===== src/rtl/aiseq_pkg.sv =====
package aiseq_pkg;
  typedef enum logic {
    MODE_PP = 1'b0,
    MODE_CO = 1'b1
  } mode_e;
endpackage


===== src/rtl/aiseq_grp_cnt.sv =====
module aiseq_grp_cnt #(
  parameter int unsigned GRP_LEN = 42
) (
  input  logic clk_i,
  input  logic rst_ni,
  input  logic smp_i,
  output logic grp_end_o
);
  localparam int unsigned GRP_W = $clog2(GRP_LEN + 1);
  localparam logic [GRP_W-1:0] LAST = GRP_W'(GRP_LEN - 1);

  logic [GRP_W-1:0] cnt_q;

  assign grp_end_o = smp_i && (cnt_q == LAST);

  always_ff @(posedge clk_i or negedge rst_ni) begin
    if (!rst_ni)        cnt_q <= '0;
    else if (grp_end_o) cnt_q <= '0;
    else if (smp_i)     cnt_q <= cnt_q + 1'b1;
  end
endmodule


===== src/rtl/aiseq_ivl_ctl.sv =====
module aiseq_ivl_ctl
  import aiseq_pkg::*;
#(
  parameter int unsigned CNT_W  = 8,
  parameter int unsigned MIN_PP = 24
) (
  input  logic             clk_i,
  input  logic             rst_ni,
  input  logic             grp_end_i,
  input  logic             we_i,
  input  logic [CNT_W-1:0] cyc_i,
  input  mode_e            mode_i,
  output logic             ivl_end_o,
  output logic [CNT_W-1:0] act_cyc_o,
  output mode_e            act_mode_o,
  output logic             err_o
);
  localparam logic [CNT_W-1:0] MIN_V = CNT_W'(MIN_PP);
  localparam logic [CNT_W-1:0] ONE   = CNT_W'(1);

  logic [CNT_W-1:0] eff_cyc, pend_cyc_q, act_cyc_q, cyc_cnt_q;
  mode_e            pend_mode_q, act_mode_q;
  logic             low_pp, err_q;

  // floor the request by mode
  always_comb begin
    low_pp  = 1'b0;
    eff_cyc = cyc_i;
    if (mode_i == MODE_CO) begin
      if (cyc_i == '0) eff_cyc = ONE;
    end else if (cyc_i < MIN_V) begin
      low_pp  = 1'b1;
      eff_cyc = MIN_V;
    end
  end

  assign ivl_end_o  = grp_end_i && (cyc_cnt_q == act_cyc_q - ONE);
  assign act_cyc_o  = act_cyc_q;
  assign act_mode_o = act_mode_q;
  assign err_o      = err_q;

  always_ff @(posedge clk_i or negedge rst_ni) begin
    if (!rst_ni) begin
      pend_cyc_q  <= MIN_V;
      pend_mode_q <= MODE_PP;
      act_cyc_q   <= MIN_V;
      act_mode_q  <= MODE_PP;
      cyc_cnt_q   <= '0;
      err_q       <= 1'b0;
    end else begin
      if (we_i) begin
        pend_cyc_q  <= eff_cyc;
        pend_mode_q <= mode_i;
        if (low_pp) err_q <= 1'b1;
      end
      if (ivl_end_o) begin
        cyc_cnt_q  <= '0;
        act_cyc_q  <= pend_cyc_q;
        act_mode_q <= pend_mode_q;
      end else if (grp_end_i) begin
        cyc_cnt_q <= cyc_cnt_q + ONE;
      end
    end
  end
endmodule


===== src/rtl/aiseq_irq.sv =====
module aiseq_irq
  import aiseq_pkg::*;
(
  input  logic  clk_i,
  input  logic  rst_ni,
  input  logic  ivl_end_i,
  input  mode_e act_mode_i,
  input  logic  pp_done_i,
  input  logic  clr_i,
  output logic  irq_no
);
  logic wait_q, irq_q, set;

  assign set    = (ivl_end_i && act_mode_i == MODE_CO) || (wait_q && pp_done_i);
  assign irq_no = !irq_q;

  always_ff @(posedge clk_i or negedge rst_ni) begin
    if (!rst_ni) begin
      wait_q <= 1'b0;
      irq_q  <= 1'b0;
    end else begin
      if (ivl_end_i && act_mode_i == MODE_PP) wait_q <= 1'b1;
      else if (wait_q && pp_done_i)           wait_q <= 1'b0;
      if (set)        irq_q <= 1'b1;
      else if (clr_i) irq_q <= 1'b0;
    end
  end
endmodule


===== src/rtl/acc_interval_seq.sv =====
module acc_interval_seq
  import aiseq_pkg::*;
#(
  parameter int unsigned GRP_LEN = 42,
  parameter int unsigned CNT_W   = 8,
  parameter int unsigned MIN_PP  = 24
) (
  input  logic             clk_i,
  input  logic             rst_ni,
  input  logic             sample_vld_i,
  input  logic             cfg_we_i,
  input  logic [CNT_W-1:0] cfg_cycles_i,
  input  logic             cfg_compute_only_i,
  input  logic             irq_clr_i,
  input  logic             pp_done_i,
  output logic             group_done_o,
  output logic             interval_done_o,
  output logic             irq_no,
  output logic             cfg_err_o
);
  logic             grp_end, ivl_end;
  logic [CNT_W-1:0] act_cyc;
  mode_e            act_mode;

  aiseq_grp_cnt #(.GRP_LEN(GRP_LEN)) u_grp (
    .clk_i, .rst_ni, .smp_i(sample_vld_i), .grp_end_o(grp_end)
  );

  aiseq_ivl_ctl #(.CNT_W(CNT_W), .MIN_PP(MIN_PP)) u_ivl (
    .clk_i, .rst_ni,
    .grp_end_i (grp_end),
    .we_i      (cfg_we_i),
    .cyc_i     (cfg_cycles_i),
    .mode_i    (mode_e'(cfg_compute_only_i)),
    .ivl_end_o (ivl_end),
    .act_cyc_o (act_cyc),
    .act_mode_o(act_mode),
    .err_o     (cfg_err_o)
  );

  aiseq_irq u_irq (
    .clk_i, .rst_ni,
    .ivl_end_i (ivl_end),
    .act_mode_i(act_mode),
    .pp_done_i,
    .clr_i     (irq_clr_i),
    .irq_no
  );

  always_ff @(posedge clk_i or negedge rst_ni) begin
    if (!rst_ni) begin
      group_done_o    <= 1'b0;
      interval_done_o <= 1'b0;
    end else begin
      group_done_o    <= grp_end;
      interval_done_o <= ivl_end;
    end
  end
endmodule


===== config.mk =====
export PLATFORM = sky130hd
export DESIGN_NAME = acc_interval_seq
export DESIGN_NICKNAME = d
export VERILOG_FILES = /design/src/rtl/aiseq_pkg.sv /design/src/rtl/aiseq_grp_cnt.sv /design/src/rtl/aiseq_ivl_ctl.sv /design/src/rtl/aiseq_irq.sv /design/src/rtl/acc_interval_seq.sv
export SDC_FILE = /design/constraint.sdc
export NUM_CORES = 1
export LEC_CHECK = 0
export ABC_AREA = 1
export BUFFER_PORTS_ARGS = -buffer_cell sky130_fd_sc_hd__buf_2
export CORE_ASPECT_RATIO = 1.2
export CORE_MARGIN = 4
export CORE_UTILIZATION = 60
export DETAILED_ROUTE_END_ITERATION = 6
export PLACE_DENSITY = 0.81
export SKIP_CTS_REPAIR_TIMING = 1
export SLEW_MARGIN = 10
export SYNTH_ARGS = -nofsm -noshare
export SYNTH_HDL_FRONTEND = slang
export SYNTH_SLANG_ARGS = --single-unit

===== constraint.sdc =====
create_clock -name clk_i -period 2.49 [get_ports clk_i]
set_input_delay 0.249 -clock clk_i [delete_from_list [all_inputs] [get_ports clk_i]]
set_output_delay 0.249 -clock clk_i [all_outputs]
set_load 0.02 [all_outputs]

==> flow_summary.json, run 1 <==
{
  "clkTransAtPathRegs_ns": 0.07,
  "final_cell_count_no_fill": 331,
  "ir_drop_uv": 693.5,
  "drv_slew": 0,
  "via_count": 1737,
  "die-area_mm2": 0.004435,
  "place_inst": 323,
  "p_clk_share_pct": 34.9,
  "fp.coreArea_mm2": 0.003309,
  "gr-total-overflow": 0,
  "switching_share_pct": 26.91,
  "hp-class": "in2async",
  "p_int_w": 0.001099,
  "p_per_area_mw_per_mm2": 660.6,
  "fp.dieH_um": 72.16,
  "syn2layout_area_growth_pct": 10.64,
  "cap_viol_max_count": 0,
  "fin_area_mm2": 0.002277,
  "critPathMostFrequentCell": "nor2_1",
  "post_dp_cell_area_mm2": 0.002161,
  "yosysUniqueCellTypes": 27,
  "hold_viol_final": 0,
  "path_max_fanout": 11,
  "post-route-period-util_pct": 80.95,
  "grt_pass1_vias": 1606,
  "layout_commonest_cell": "nand2_1",
  "post-route-min-period_ns": 2.016,
  "setup_tns_ns": 0,
  "portBuffers": 18,
  "drc_errors": 0,
  "wl_mm": 3.886,
  "grt_max_degree": 38,
  "clk_latency_ns": 0.28,
  "yosys_warnings": 0,
  "initial_core_util_pct": 62.19,
  "relSlewSlack_pct": 48.06,
  "ant_nets": 0,
  "r2r_setup_slack_ns": 0.47,
  "setup_viol": 0,
  "leakage_nw": 1.235,
  "clock.fmax_ghz": 0.4961,
  "cts.sink_count": 37,
  "first_iter_violations": 57,
  "worstPathCellList": "inv_1, ha_1, or2_2, nand2_1, nor2_1, inv_1, nor2_1, nand3_2, nor2_4, nand2_4, inv_2, nor2_1",
  "critPathRequiredTime_ns": 2.66,
  "start_kind": "register",
  "ys_ff_latch": 37,
  "finalClockSkew_ns": 0.004320,
  "gp_congestion": 0.8717,
  "outcome": "completed",
  "drt_pass1_iterations": 4,
  "cpPeakStageDelay_ns": 0.40,
  "reg2reg_from": "u_ivl.act_cyc_o[0]$_DFFE_PN0P_",
  "vias_per_cell": 5.248,
  "reg2reg_depth": 12,
  "layout_common_cells": "nand2_1, inv_1, dfrtp_1",
  "pin_count": 19,
  "seqPwrFrac_pct": 49.4,
  "cts_tree": "done",
  "synth_cells": 272,
  "r2r_end": "u_ivl.cyc_cnt_q[4]$_DFFE_PN0P_",
  "synth_nets": 291,
  "slowest_stage": "dfrtp_1",
  "drive_above_1_share_pct": 14.29,
  "rsz0062_at_grt": "false",
  "ys_seq_area_share_pct": 45.23,
  "synthesis.area_mm2": 0.002058,
  "worstPathArrival_ns": 2.19,
  "row_count": 23,
  "nets": 312,
  "critPathKind": "reg2reg",
  "final_core_util_pct": 68.81,
  "antennaDiodeCount": 0,
  "cts_buffers": 5,
  "cts_max_level": 2,
  "holdWs_ns": 0.04114,
  "cts.path.max_buffers": 2,
  "end_kind": "register",
  "routedWlPerCell_um": 11.74,
  "place_hpwl_mm": 2.984,
  "antenna_found_initial": 0,
  "avgSynthCellArea_um2": 7.567,
  "power_switching_w": 0.0004048,
  "worst_pin_slew_ns": 0.7791,
  "cts-root-buf": "clkbuf_8",
  "die-width_um": 61.47,
  "grt_pass1_wl_mm": 6.975,
  "grt_util_all_layers_pct": 20.86,
  "power_frac_comb_pct": 15.7
}
-- power by group through the flow --
stage / logic, W / registers (W) / clock network [W]
after floorplan: 0.000174 / 0.000745 / 0
after global placement: 0.000230 / 0.000752 / 0
after detailed placement: 0.000236 / 0.000754 / 0
after CTS: 0.000240 / 0.000742 / 0.000541
after global routing: 0.000282 / 0.000757 / 0.000559
final: 0.000236 / 0.000744 / 0.000524
-- cell usage after synthesis --
| cell | n | area (µm²) |
|---|---|---|
| buf_4 | 2 | 15.01 |
| nand2_1 | 79 | 296.5 |
| xnor2_1 | 2 | 17.52 |
| dfstp_2 | 4 | 105.1 |
| buf_6 | 2 | 22.52 |
| inv_1 | 33 | 123.9 |
| nand3_2 | 3 | 30.03 |
| nand2_4 | 1 | 11.26 |
| xor2_1 | 7 | 61.31 |
| clkinv_1 | 2 | 7.510 |
| nor2_2 | 3 | 18.77 |
| nand3_1 | 29 | 145.1 |
| a21oi_1 | 8 | 40.04 |
| nand4_1 | 5 | 31.28 |
| inv_2 | 1 | 3.750 |
| nor4_1 | 1 | 6.260 |
| nor3_1 | 5 | 25.02 |
| and3_4 | 1 | 11.26 |
| ha_1 | 4 | 50.05 |
| nor2_1 | 30 | 112.6 |
| nand3b_1 | 1 | 7.510 |
| dfrtp_1 | 33 | 825.8 |
| or2_2 | 2 | 12.51 |
| a211oi_1 | 1 | 7.510 |
| nor2_4 | 1 | 11.26 |
| o21ai_0 | 11 | 55.05 |
| clkbuf_1 | 1 | 3.750 |
-- sequential cells by signal, summed over array words and instances, names as in the netlist --
name               flops
interval_done_o        1
u_ivl.act_mode_o       1
u_irq.wait_q           1
group_done_o           1
u_ivl.err_o            1
u_ivl.pend_mode_q      1
u_ivl.pend_cyc_q       8
u_ivl.cyc_cnt_q        8
u_grp.cnt_q            6
u_ivl.act_cyc_o        8
u_irq.irq_q            1
-- logic make-up after synthesis --
kind of cell,share of synthesized area (%)
buffers and inverters,8.571
AO/OA/AOI/OAI,4.985
flip-flops,45.23
XOR/XNOR,3.830
adder cells (fa/ha/maj),2.432
AND/OR/NAND/NOR,34.95
-- routing by layer --
layer  track usage [%]  part of all wire, %  vias to the layer above
met3             4.626                  3.4                        9
met5                 0                    0                        -
met2             33.29                   49                       30
li1                  -                    -                      903
met4             8.491                  2.2                        0
met1             27.20                   45                      795
-- metrics by stage --
step	setup WS (ns)	total power (W)
after floorplan	0.8092	0.0009191
after global placement	0.5939	0.0009827
after detailed placement	0.4854	0.0009901
after CTS	0.4720	0.001524
after global routing	0.2581	0.001598
final	0.4743	0.001504
-- final cells by class --
type                       count  area [µm²]
clock inverter                 1       30.03
clock buffer                   7       86.33
timing repair buffer          19       97.59
multi-input combinational    194       950.9
sequential                    37       930.9
inverter                      36       135.1
fill                         285        1032
tap                           37       46.29
-- critical path: cells and delay by family, from the launching register on --
| family | cells | cell delay (ns) |
|---|---|---|
| fa+ha+maj | 1 | 0.30 |
| buf+inv | 3 | 0.29 |
| simple gates | 8 | 0.92 |
| flops | 1 | 0.40 |
-- worst max-delay path by stage --
stage	from	endpoint	slack [ns]	cells past startpoint
3_5_place_dp	u_ivl.act_cyc_o[0]$_DFFE_PN0P_	u_ivl.cyc_cnt_q[4]$_DFFE_PN0P_	0.49	12
3_3_place_gp	u_ivl.act_cyc_o[0]$_DFFE_PN0P_	u_ivl.cyc_cnt_q[3]$_DFFE_PN0P_	0.59	12
4_1_cts	u_ivl.act_cyc_o[0]$_DFFE_PN0P_	u_ivl.cyc_cnt_q[4]$_DFFE_PN0P_	0.47	12
2_1_floorplan	u_ivl.act_cyc_o[0]$_DFFE_PN0P_	u_ivl.act_cyc_o[2]$_DFFE_PN0P_	0.81	12
6_report	u_ivl.act_cyc_o[0]$_DFFE_PN0P_	u_ivl.cyc_cnt_q[4]$_DFFE_PN0P_	0.47	12
5_1_grt	u_ivl.act_cyc_o[0]$_DFFE_PN0P_	u_ivl.cyc_cnt_q[3]$_DFFE_PN0P_	0.26	14
Power figures use the tool's default switching activity.
==> inputs of run 2 (changes only) <==
--- a/config.mk
+++ b/config.mk
@@ -9,9 +9,9 @@
 export BUFFER_PORTS_ARGS = -buffer_cell sky130_fd_sc_hd__buf_2
 export CORE_ASPECT_RATIO = 1.2
 export CORE_MARGIN = 4
-export CORE_UTILIZATION = 60
+export CORE_UTILIZATION = 53
 export DETAILED_ROUTE_END_ITERATION = 6
-export PLACE_DENSITY = 0.81
+export PLACE_DENSITY = 0.76
 export SKIP_CTS_REPAIR_TIMING = 1
 export SLEW_MARGIN = 10
 export SYNTH_ARGS = -nofsm -noshare
==> constraint.sdc (replaced) <==
create_clock -name clk_i -period 1.75 [get_ports clk_i]
set_input_delay 0.175 -clock clk_i [delete_from_list [all_inputs] [get_ports clk_i]]
set_output_delay 0.175 -clock clk_i [all_outputs]
set_load 0.02 [all_outputs]
==> flow_summary.json, run 2 (synthesis gave the netlist of run 1 again) <==
{
  "drc_errors": 0,
  "cts_tree": "done",
  "clkTransAtPathRegs_ns": 0.08,
  "setup_ws_ns": -0.1007,
  "ant_nets": 0,
  "outcome": "finished, violations left",
  "cts_max_level": 2,
  "gp_congestion": 0.9089,
  "grt_pass1_vias": 1763,
  "row_count": 24,
  "hp-start": "cfg_cycles_i[7]",
  "routedWlPerCell_um": 12.37,
  "layout_common_cells": "nand2_1, dfrtp_1, inv_1",
  "nets": 327,
  "p_per_area_mw_per_mm2": 866.6,
  "r2r_setup_slack_ns": -0.10,
  "first_iter_violations": 77,
  "clock.fmax_ghz": 0.5403,
  "worst_pin_slew_ns": 0.4514,
  "path_max_fanout": 5,
  "grt_pass1_wl_mm": 7.383,
  "reg2reg_from": "u_ivl.act_cyc_o[1]$_DFFE_PN0P_",
  "post-route-min-period_ns": 1.851,
  "drv_slew": 0,
  "reg2reg_depth": 14,
  "holdPathEnd": "u_ivl.pend_cyc_q[7]$_DFFE_PN0P_",
  "cap_viol_max_count": 0,
  "antenna_found_initial": 0,
  "cts.sink_count": 37,
  "cts-root-buf": "clkbuf_8",
  "worstPathArrival_ns": 2.04,
  "fp.dieH_um": 76.27,
  "drive_above_1_share_pct": 26.86,
  "finalClockSkew_ns": 0.007744,
  "grt_util_all_layers_pct": 18.90,
  "setup_tns_ns": -1.054,
  "cts.path.max_buffers": 2,
  "setup_viol": 15,
  "wl_mm": 4.467,
  "layout_commonest_cell": "nand2_1",
  "ir_drop_uv": 751.4,
  "via_count": 1866,
  "end_kind": "register",
  "vias_per_cell": 5.169,
  "grt_max_degree": 38,
  "leakage_nw": 1.336,
  "antennaDiodeCount": 0,
  "post-route-period-util_pct": 105.8,
  "initial_core_util_pct": 55.72,
  "rsz0062_at_grt": "true",
  "critPathKind": "reg2reg",
  "fp.coreArea_mm2": 0.003694,
  "cts_buffers": 5,
  "pin_count": 19,
  "die-width_um": 64.89,
  "drt_pass1_iterations": 4,
  "clk_latency_ns": 0.29,
  "place_hpwl_mm": 3.148,
  "syn2layout_area_growth_pct": 22.01,
  "hp-class": "in2reg",
  "critPathRequiredTime_ns": 1.94,
  "r2r_end": "u_ivl.act_mode_o$_DFFE_PN0P_",
  "portBuffers": 18,
  "holdPathStages": 3,
  "gr-total-overflow": 0,
  "relSlewSlack_pct": 69.91,
  "start_kind": "register",
  "violations": "setup timing",
  "die-area_mm2": 0.004948,
  "holdWs_ns": 0.09450,
  "hold_viol_final": 0
}
## run 2: cell types whose count changed in the layout (fill, tap and decap cells not counted), sizes merged
cell,before,now
clkinv,2,3
buf,19,32
clkbuf,7,5
nand2,80,81
inv,34,35
dlygate4sd3,0,1
## run 2: critical path, cell delays in order, from the launching register on
cell     delay (ns)
dfrtp_1        0.38
inv_2          0.07
ha_4           0.17
inv_1          0.10
nand2_1        0.08
nand2_1        0.07
nand2_1        0.05
nand2_2        0.08
inv_1          0.05
nor2_2         0.10
nand3_2        0.10
nor2_4         0.22
nand2_4        0.12
nand2_1        0.09
nand2_1        0.05
## run 2: worst max path at each step
stage,cells after the start,from,end
floorplan,12,u_ivl.act_cyc_o[0]$_DFFE_PN0P_,u_ivl.act_cyc_o[2]$_DFFE_PN0P_
global placement,12,u_ivl.act_cyc_o[1]$_DFFE_PN0P_,u_ivl.cyc_cnt_q[3]$_DFFE_PN0P_
detailed placement,12,u_ivl.act_cyc_o[0]$_DFFE_PN0P_,u_ivl.cyc_cnt_q[4]$_DFFE_PN0P_
CTS,11,u_ivl.act_cyc_o[1]$_DFFE_PN0P_,u_ivl.act_cyc_o[2]$_DFFE_PN0P_
global route,14,u_ivl.act_cyc_o[1]$_DFFE_PN0P_,u_ivl.act_mode_o$_DFFE_PN0P_
finish,14,u_ivl.act_cyc_o[1]$_DFFE_PN0P_,u_ivl.act_mode_o$_DFFE_PN0P_
## run 2: report_power, final
group / switching (W) / internal (W)
registers: 0.0000883 / 0.000968
logic: 0.000231 / 0.000151
clock network: 0.000312 / 0.000427
## run 2: layout make-up
type,count,area (µm²)
repair buffers,33,212.7
clock inverters,3,43.79
clock buffers,5,68.82
flip-flops and latches,37,930.9
well taps,52,65.06
inverters,36,137.6
multi-input cells,195,1052
fillers,307,1182
## run 2: metal layers
metal  vias up  share of wire [%]  global-route usage, %
met3        15                4.7                  3.982
li1        933                  -                      -
met4         0                3.7                  7.822
met5         -                  0                      0
met1       863                 41                  23.11
met2        55                 50                  31.83
## run 2: metrics by stage
stage | setup slack (ns) | cell area, µm² | utilization, % | total power [W] | cells
3_5_place_dp | -0.01831 | 2262 | 61.25 | 0.001426 | 349
6_report | -0.1007 | 2511 | 67.99 | 0.002176 | 361
4_1_cts | -0.03988 | 2375 | 64.30 | 0.002168 | 357
5_1_grt | -0.2031 | 2511 | 67.99 | 0.002320 | 361
3_3_place_gp | 0.03862 | 2262 | 61.25 | 0.001410 | 349
2_1_floorplan | 0.06920 | 2058 | - | 0.001308 | 272
